<file path="src/rtl/crc4_iw_pkg.sv">
package crc4_iw_pkg;
  // Bits needed to hold values 0..lim inclusive.
  function automatic int cnt_bits(input int lim);
    return (lim < 2) ? 1 : $clog2(lim + 1);
  endfunction
endpackage

</file>
<file path="src/rtl/crc4_iw_timer.sv">
module crc4_iw_timer #(
  parameter int LIMIT = 3200,
  parameter int CW    = crc4_iw_pkg::cnt_bits(LIMIT)
) (
  input  logic          clk,
  input  logic          rst_n,
  input  logic          tick,
  input  logic          qualify,
  output logic          at_limit
);
  localparam logic [CW-1:0] LIM_V = CW'(LIMIT);

  logic [CW-1:0] count;

  // Any break in the qualifying condition restarts the wait from zero.
  always_ff @(posedge clk) begin
    if (!rst_n)                count <= '0;
    else if (!qualify)         count <= '0;
    else if (tick && !at_limit) count <= count + 1'b1;
  end

  assign at_limit = (count == LIM_V);
endmodule

</file>
<file path="src/rtl/crc4_iw_flag.sv">
module crc4_iw_flag (
  input  logic clk,
  input  logic rst_n,
  input  logic declare,
  input  logic clear,
  output logic irq
);
  logic declare_q;
  logic set_evt;

  assign set_evt = declare && !declare_q;

  always_ff @(posedge clk) begin
    if (!rst_n) begin
      declare_q <= 1'b0;
      irq       <= 1'b0;
    end else begin
      declare_q <= declare;
      // A new event outranks a clear in the same cycle.
      if (set_evt)    irq <= 1'b1;
      else if (clear) irq <= 1'b0;
    end
  end
endmodule

</file>
<file path="src/rtl/crc4_iw_monitor.sv">
module crc4_iw_monitor #(
  parameter int LIMIT = 3200
) (
  input  logic clk,
  input  logic rst_n,
  input  logic mon_en,
  input  logic frame_tick,
  input  logic fas_lock,
  input  logic mf_lock,
  input  logic irq_clear,
  output logic remote_no_crc,
  output logic irq_flag
);
  localparam int CW = crc4_iw_pkg::cnt_bits(LIMIT);

  logic qualify;
  logic at_limit;

  assign qualify = mon_en && fas_lock && !mf_lock;

  crc4_iw_timer #(.LIMIT(LIMIT), .CW(CW)) u_timer (
    .clk      (clk),
    .rst_n    (rst_n),
    .tick     (frame_tick),
    .qualify  (qualify),
    .at_limit (at_limit)
  );

  // Status is live: gated by the current qualifying condition.
  assign remote_no_crc = at_limit && qualify;

  crc4_iw_flag u_flag (
    .clk     (clk),
    .rst_n   (rst_n),
    .declare (remote_no_crc),
    .clear   (irq_clear),
    .irq     (irq_flag)
  );
endmodule

</file>
<file path="config.mk">
export PLATFORM = sky130hd
export DESIGN_NAME = crc4_iw_monitor
export DESIGN_NICKNAME = d
export VERILOG_FILES = /design/src/rtl/crc4_iw_pkg.sv /design/src/rtl/crc4_iw_timer.sv /design/src/rtl/crc4_iw_flag.sv /design/src/rtl/crc4_iw_monitor.sv
export SDC_FILE = /design/constraint.sdc
export NUM_CORES = 1
export LEC_CHECK = 0
export BUFFER_PORTS_ARGS = -buffer_cell sky130_fd_sc_hd__buf_2
export CAP_MARGIN = 20
export CORE_AREA = 2 2 39 41
export CTS_BUF_LIST = sky130_fd_sc_hd__clkbuf_8
export DETAILED_ROUTE_END_ITERATION = 12
export DIE_AREA = 0 0 41 43
export HOLD_SLACK_MARGIN = 0.12
export MAX_ROUTING_LAYER = met4
export PLACE_DENSITY = 0.71
export SLEW_MARGIN = 5
export SYNTH_ARGS = -nofsm -noshare
export SYNTH_HDL_FRONTEND = slang
export SYNTH_SLANG_ARGS = --single-unit
export TNS_END_PERCENT = 30
</file>
<file path="constraint.sdc">
create_clock -name clk -period 4.5 [get_ports clk]
set_clock_uncertainty 0.2 [all_clocks]
set_input_delay 0.675 -clock clk [delete_from_list [all_inputs] [get_ports clk]]
set_output_delay 0.675 -clock clk [all_outputs]
set_load 0.01 [all_outputs]
</file>
# Yosys cells after proc, flatten, opt, wreduce, memory -nomap -nowiden
# Cells that the tools add are included.
[op_classes] addsub=1 mul=0 div_mod_pow=0 magnitude_cmp=0 eq_ne=1 shifts=0 n_mux=2 n_bitwise=0 n_reduce_logical=10
[ops] cell="$add 12x1->12 const B" count=1
[ops] cell="$eq 12x12->1 const B" count=1
[ops] cell="$logic_and 1x1->1" count=5
[ops] cell="$logic_not 1->1" count=3
[ops] cell="$mux 1" count=2
[ops] cell="$reduce_and 2->1" count=1
[ops] cell="$reduce_bool 2->1" count=1
[totals] register_bits=14 latchBits=0 ramBits=0 mem_bits_ro=0 inputBits=7 memories=0

# Logic depth before layout (Yosys ltp)
[depth] ltp_word=5 mapped_depth=6 ltp_nobuf=6

# Cells and area by module
# A second synthesis with hierarchy kept.
[unflattened] cells_unflattened=85 area_unflattened_um2=744.5
[modules_own_cells] module="crc4_iw_timer" n_inst=1 cells_each=77 area_each_um2=654.4
[modules_own_cells] module="crc4_iw_flag" n_inst=1 cells_each=6 area_each_um2=70.1
[modules_own_cells] module="crc4_iw_monitor" n_inst=1 cells_each=2 area_each_um2=20.0

# Worst setup path after synthesis
# No wires, ideal clock.
[synth_timing] kind="reg2out" from="reg u_timer.count[0]" to="out remote_no_crc" arrival_ps=1262 t_required_ps=3625 setup_slack_ps=2363 stages_incl_launch_ff=6 n_path_buf=0 cell_sequence="dfxtp_1 > inv_1 > ha_1 > nor4bb_1 > nand3_1 > nor3_1"
[synth_via] elab_chain_cells=2
[synth_rtl] element="start: declaration" line_no="crc4_iw_timer.sv:13" source="logic [CW-1:0] count;"
[synth_rtl] element="start signal: assignment" line_no="crc4_iw_timer.sv:19" source="else if (tick && !at_limit) count <= count + 1'b1;"
[synth_rtl] element="$eq 12x12->1" line_no="crc4_iw_timer.sv:22" source="assign at_limit = (count == LIM_V);"
[synth_rtl] element="$logic_and 1x1->1" line_no="crc4_iw_monitor.sv:30" source="assign remote_no_crc = at_limit && qualify;"
[synth_rtl] element="end: declaration" line_no="crc4_iw_monitor.sv:11" source="output logic remote_no_crc,"
# Every way passes these cells.

# Worst setup path in the final report
# Same ends and word-level chain as after synthesis.

==> flow_summary.toml <==
[status]
outcome = "complete, no violations"

[die]
die_h_um = 43
initial_core_util = 0.4774
ios = 9
rows = 14
dieArea_mm2 = 0.001763
core_mm2 = 0.001384
die_w_um = 41

[setup_path]
crit_chain = "inv_1 -> ha_1 -> nor4bb_1 -> nand3_1 -> nor3_1 -> buf_2"
slowest_delay_ps = 350
cpMaxStageDelayCell = "dfxtp_1"
path_class = "flip-flop to output port"
cp-start-kind = "flip-flop"
required_ps = 3620
arrival_ps = 1710
cp_max_fo = 5
cp-end-kind = "output port"

[drt]
dr.pass1.iters = 4
drc_errors = 0
vias = 552
drtAntennaViolNets = 0
drt-total-wl_um = 1216
drt_iter0_drc = 10
wire_per_inst_um = 11.81
vias_per_cell = 5.359

[power_and_ir_drop]
p_per_area_mw_per_mm2 = 327.4
leakage_nw = 0.2723
finalPower_mw = 0.2503
ir_worst_vdd_uv = 177.4

[yosys]
synth.distinct_cells = 27
syn_avg_cell_area_um2 = 8.580
ys_top_cells_by_area = "dfxtp_1 42%, nor2_1 8.0%, xor2_1 6.6%, xnor2_1 5.3%, nand2_1 4.5%"
syn-num-nets = 86
netlist_area_um2 = 660.6
synth_seq_cells = 14
synth_top_area_frac = 0.4242
seq_area_frac_synth = 0.4242
syn_inst = 77
synth_warnings = 0
synth_top_area_cell = "dfxtp_1"

[timing]
finalSetupViolCount = 0
max_freq_ghz = 0.3867
drv_slew = 0
fin_crit_ps = 2586
worst_slew_pin_slew_ps = 477.9
grt_setup_unrepaired = "no"
fin_crit_sh = 0.5747
slew_headroom = 0.6806
finalSetupTns_ps = 0
hold_viol = 0

[hold_path]
hp-class = "flip-flop to flip-flop"

[clocking]
clk_latency_ps = 240
cts_buffers = 3
holdBufCountCts = 0
cts_root_buffer = "clkbuf_8"
clkTransAtPathRegs_ps = 60
cts_resized = 0
cts_tree = "built"
cts.sinks = 14
cts-htree-levels = 1
clock_path_buffers = 2
post-cts-setup-buffer-count = 0

[grt]
grt_overflow = 0
track_usage = 0.1952
grt_pass1_vias = 556
grt_max_degree = 15
grt_first_pass_wirelength_um = 2235
antenna_found_initial = 0

[place]
gp_congestion = 0.7952
place_hpwl_um = 891.6
port_buffers = 8

[flow_run]
cap_violations = 0

[cells_and_area]
area_growth_pct = 15.72
mostFrequentLayoutCells = "14 x nor2_1, 14 x dfxtp_1, 8 x nand2_1, 8 x buf_2, 5 x xor2_1"
final_nets = 97
drive_above_1_share = 0.1609
diodes = 0
-- layout make-up --
| cell class | count | area (um^2) |
|---|---|---|
| repair buffers | 8 | 40.04 |
| multi-input cells | 58 | 357.8 |
| well taps | 16 | 20.02 |
| fillers | 129 | 619.3 |
| clock buffers | 4 | 55.05 |
| flip-flops and latches | 14 | 280.3 |
| inverters | 3 | 11.26 |
-- through the flow --
stage / std cells / utilization / setup slack (ps) / hold WS [ps] / cell area (um^2)
global placement: 99 / 0.5127 / 2246 / 210.7 / 709.4
detailed placement: 99 / 0.5127 / 2211 / 231.3 / 709.4
CTS: 103 / 0.5524 / 1930 / 237.8 / 764.5
floorplan: 77 / - / 2363 / 197.9 / 660.6
finish: 103 / 0.5524 / 1914 / 234.5 / 764.5
global route: 103 / 0.5524 / 1852 / 263.0 / 764.5
-- logic make-up after synthesis --
logic type,share of synthesized area
AOI/OAI and AO/OA,0.04356
DFF,0.4242
muxes,0.01515
buffers and inverters,0.03409
xor gates and xnor gates,0.1193
and+or+nand+nor,0.3258
adders and majority gates,0.03787
-- final timing paths --
path | from | slack (ps) | endpoint | cells after the start
hold reg to reg | u_flag.declare_q | 230 | u_flag.irq | 1
setup reg to reg | u_timer.count[0] | 2780 | u_timer.count[1] | 6
hold / removal | u_flag.declare_q | 230 | u_flag.irq | 1
setup / recovery | u_timer.count[0] | 1910 | remote_no_crc | 6
-- worst max-delay path: cells and delay by family (launching register included) --
kind	cells	cell delay (ps)
flops	1	350
buf+inv	2	220
simple gates	3	750
fa+ha+maj	1	150
-- cell usage after synthesis --
cell type  instances
a21oi_1            2
a31oi_1            1
and2_1             1
and3_1             1
and4_1             1
and4_4             1
buf_1              1
buf_4              1
dfxtp_1           14
ha_1               2
inv_1              3
mux2i_1            1
nand2_1            8
nand3_1            3
nand3_2            1
nand3b_1           1
nand4_1            4
nor2_1            14
nor3_1             2
nor3b_1            1
nor4b_1            1
nor4bb_1           1
o21ai_0            1
o31ai_1            1
or3_1              1
xnor2_1            4
xor2_1             5
-- routing by layer --
layer | track usage | share of wire | wire [um] | up-vias
met3 | 0.04712 | 0.025 | 30 | 4
met1 | 0.2384 | 0.44 | 529 | 258
met2 | 0.2781 | 0.52 | 631 | 9
met5 | - | 0 | 0 | -
li1 | - | - | - | 281
met4 | 0.1200 | 0.020 | 24 | 0
-- power breakdown --
part,internal (mW),total [mW],switching (mW)
Clock,0.0773,0.119,0.0418
Sequential,0.124,0.124,0.000241
Combinational,0.00321,0.00674,0.00353
Total,0.205,0.250,0.0455
-- sequential cells by signal (all words and copies together), names as in the netlist --
signal,cells
u_timer.count,12
u_flag.irq,1
u_flag.declare_q,1
Power figures use the tool's default switching activity.
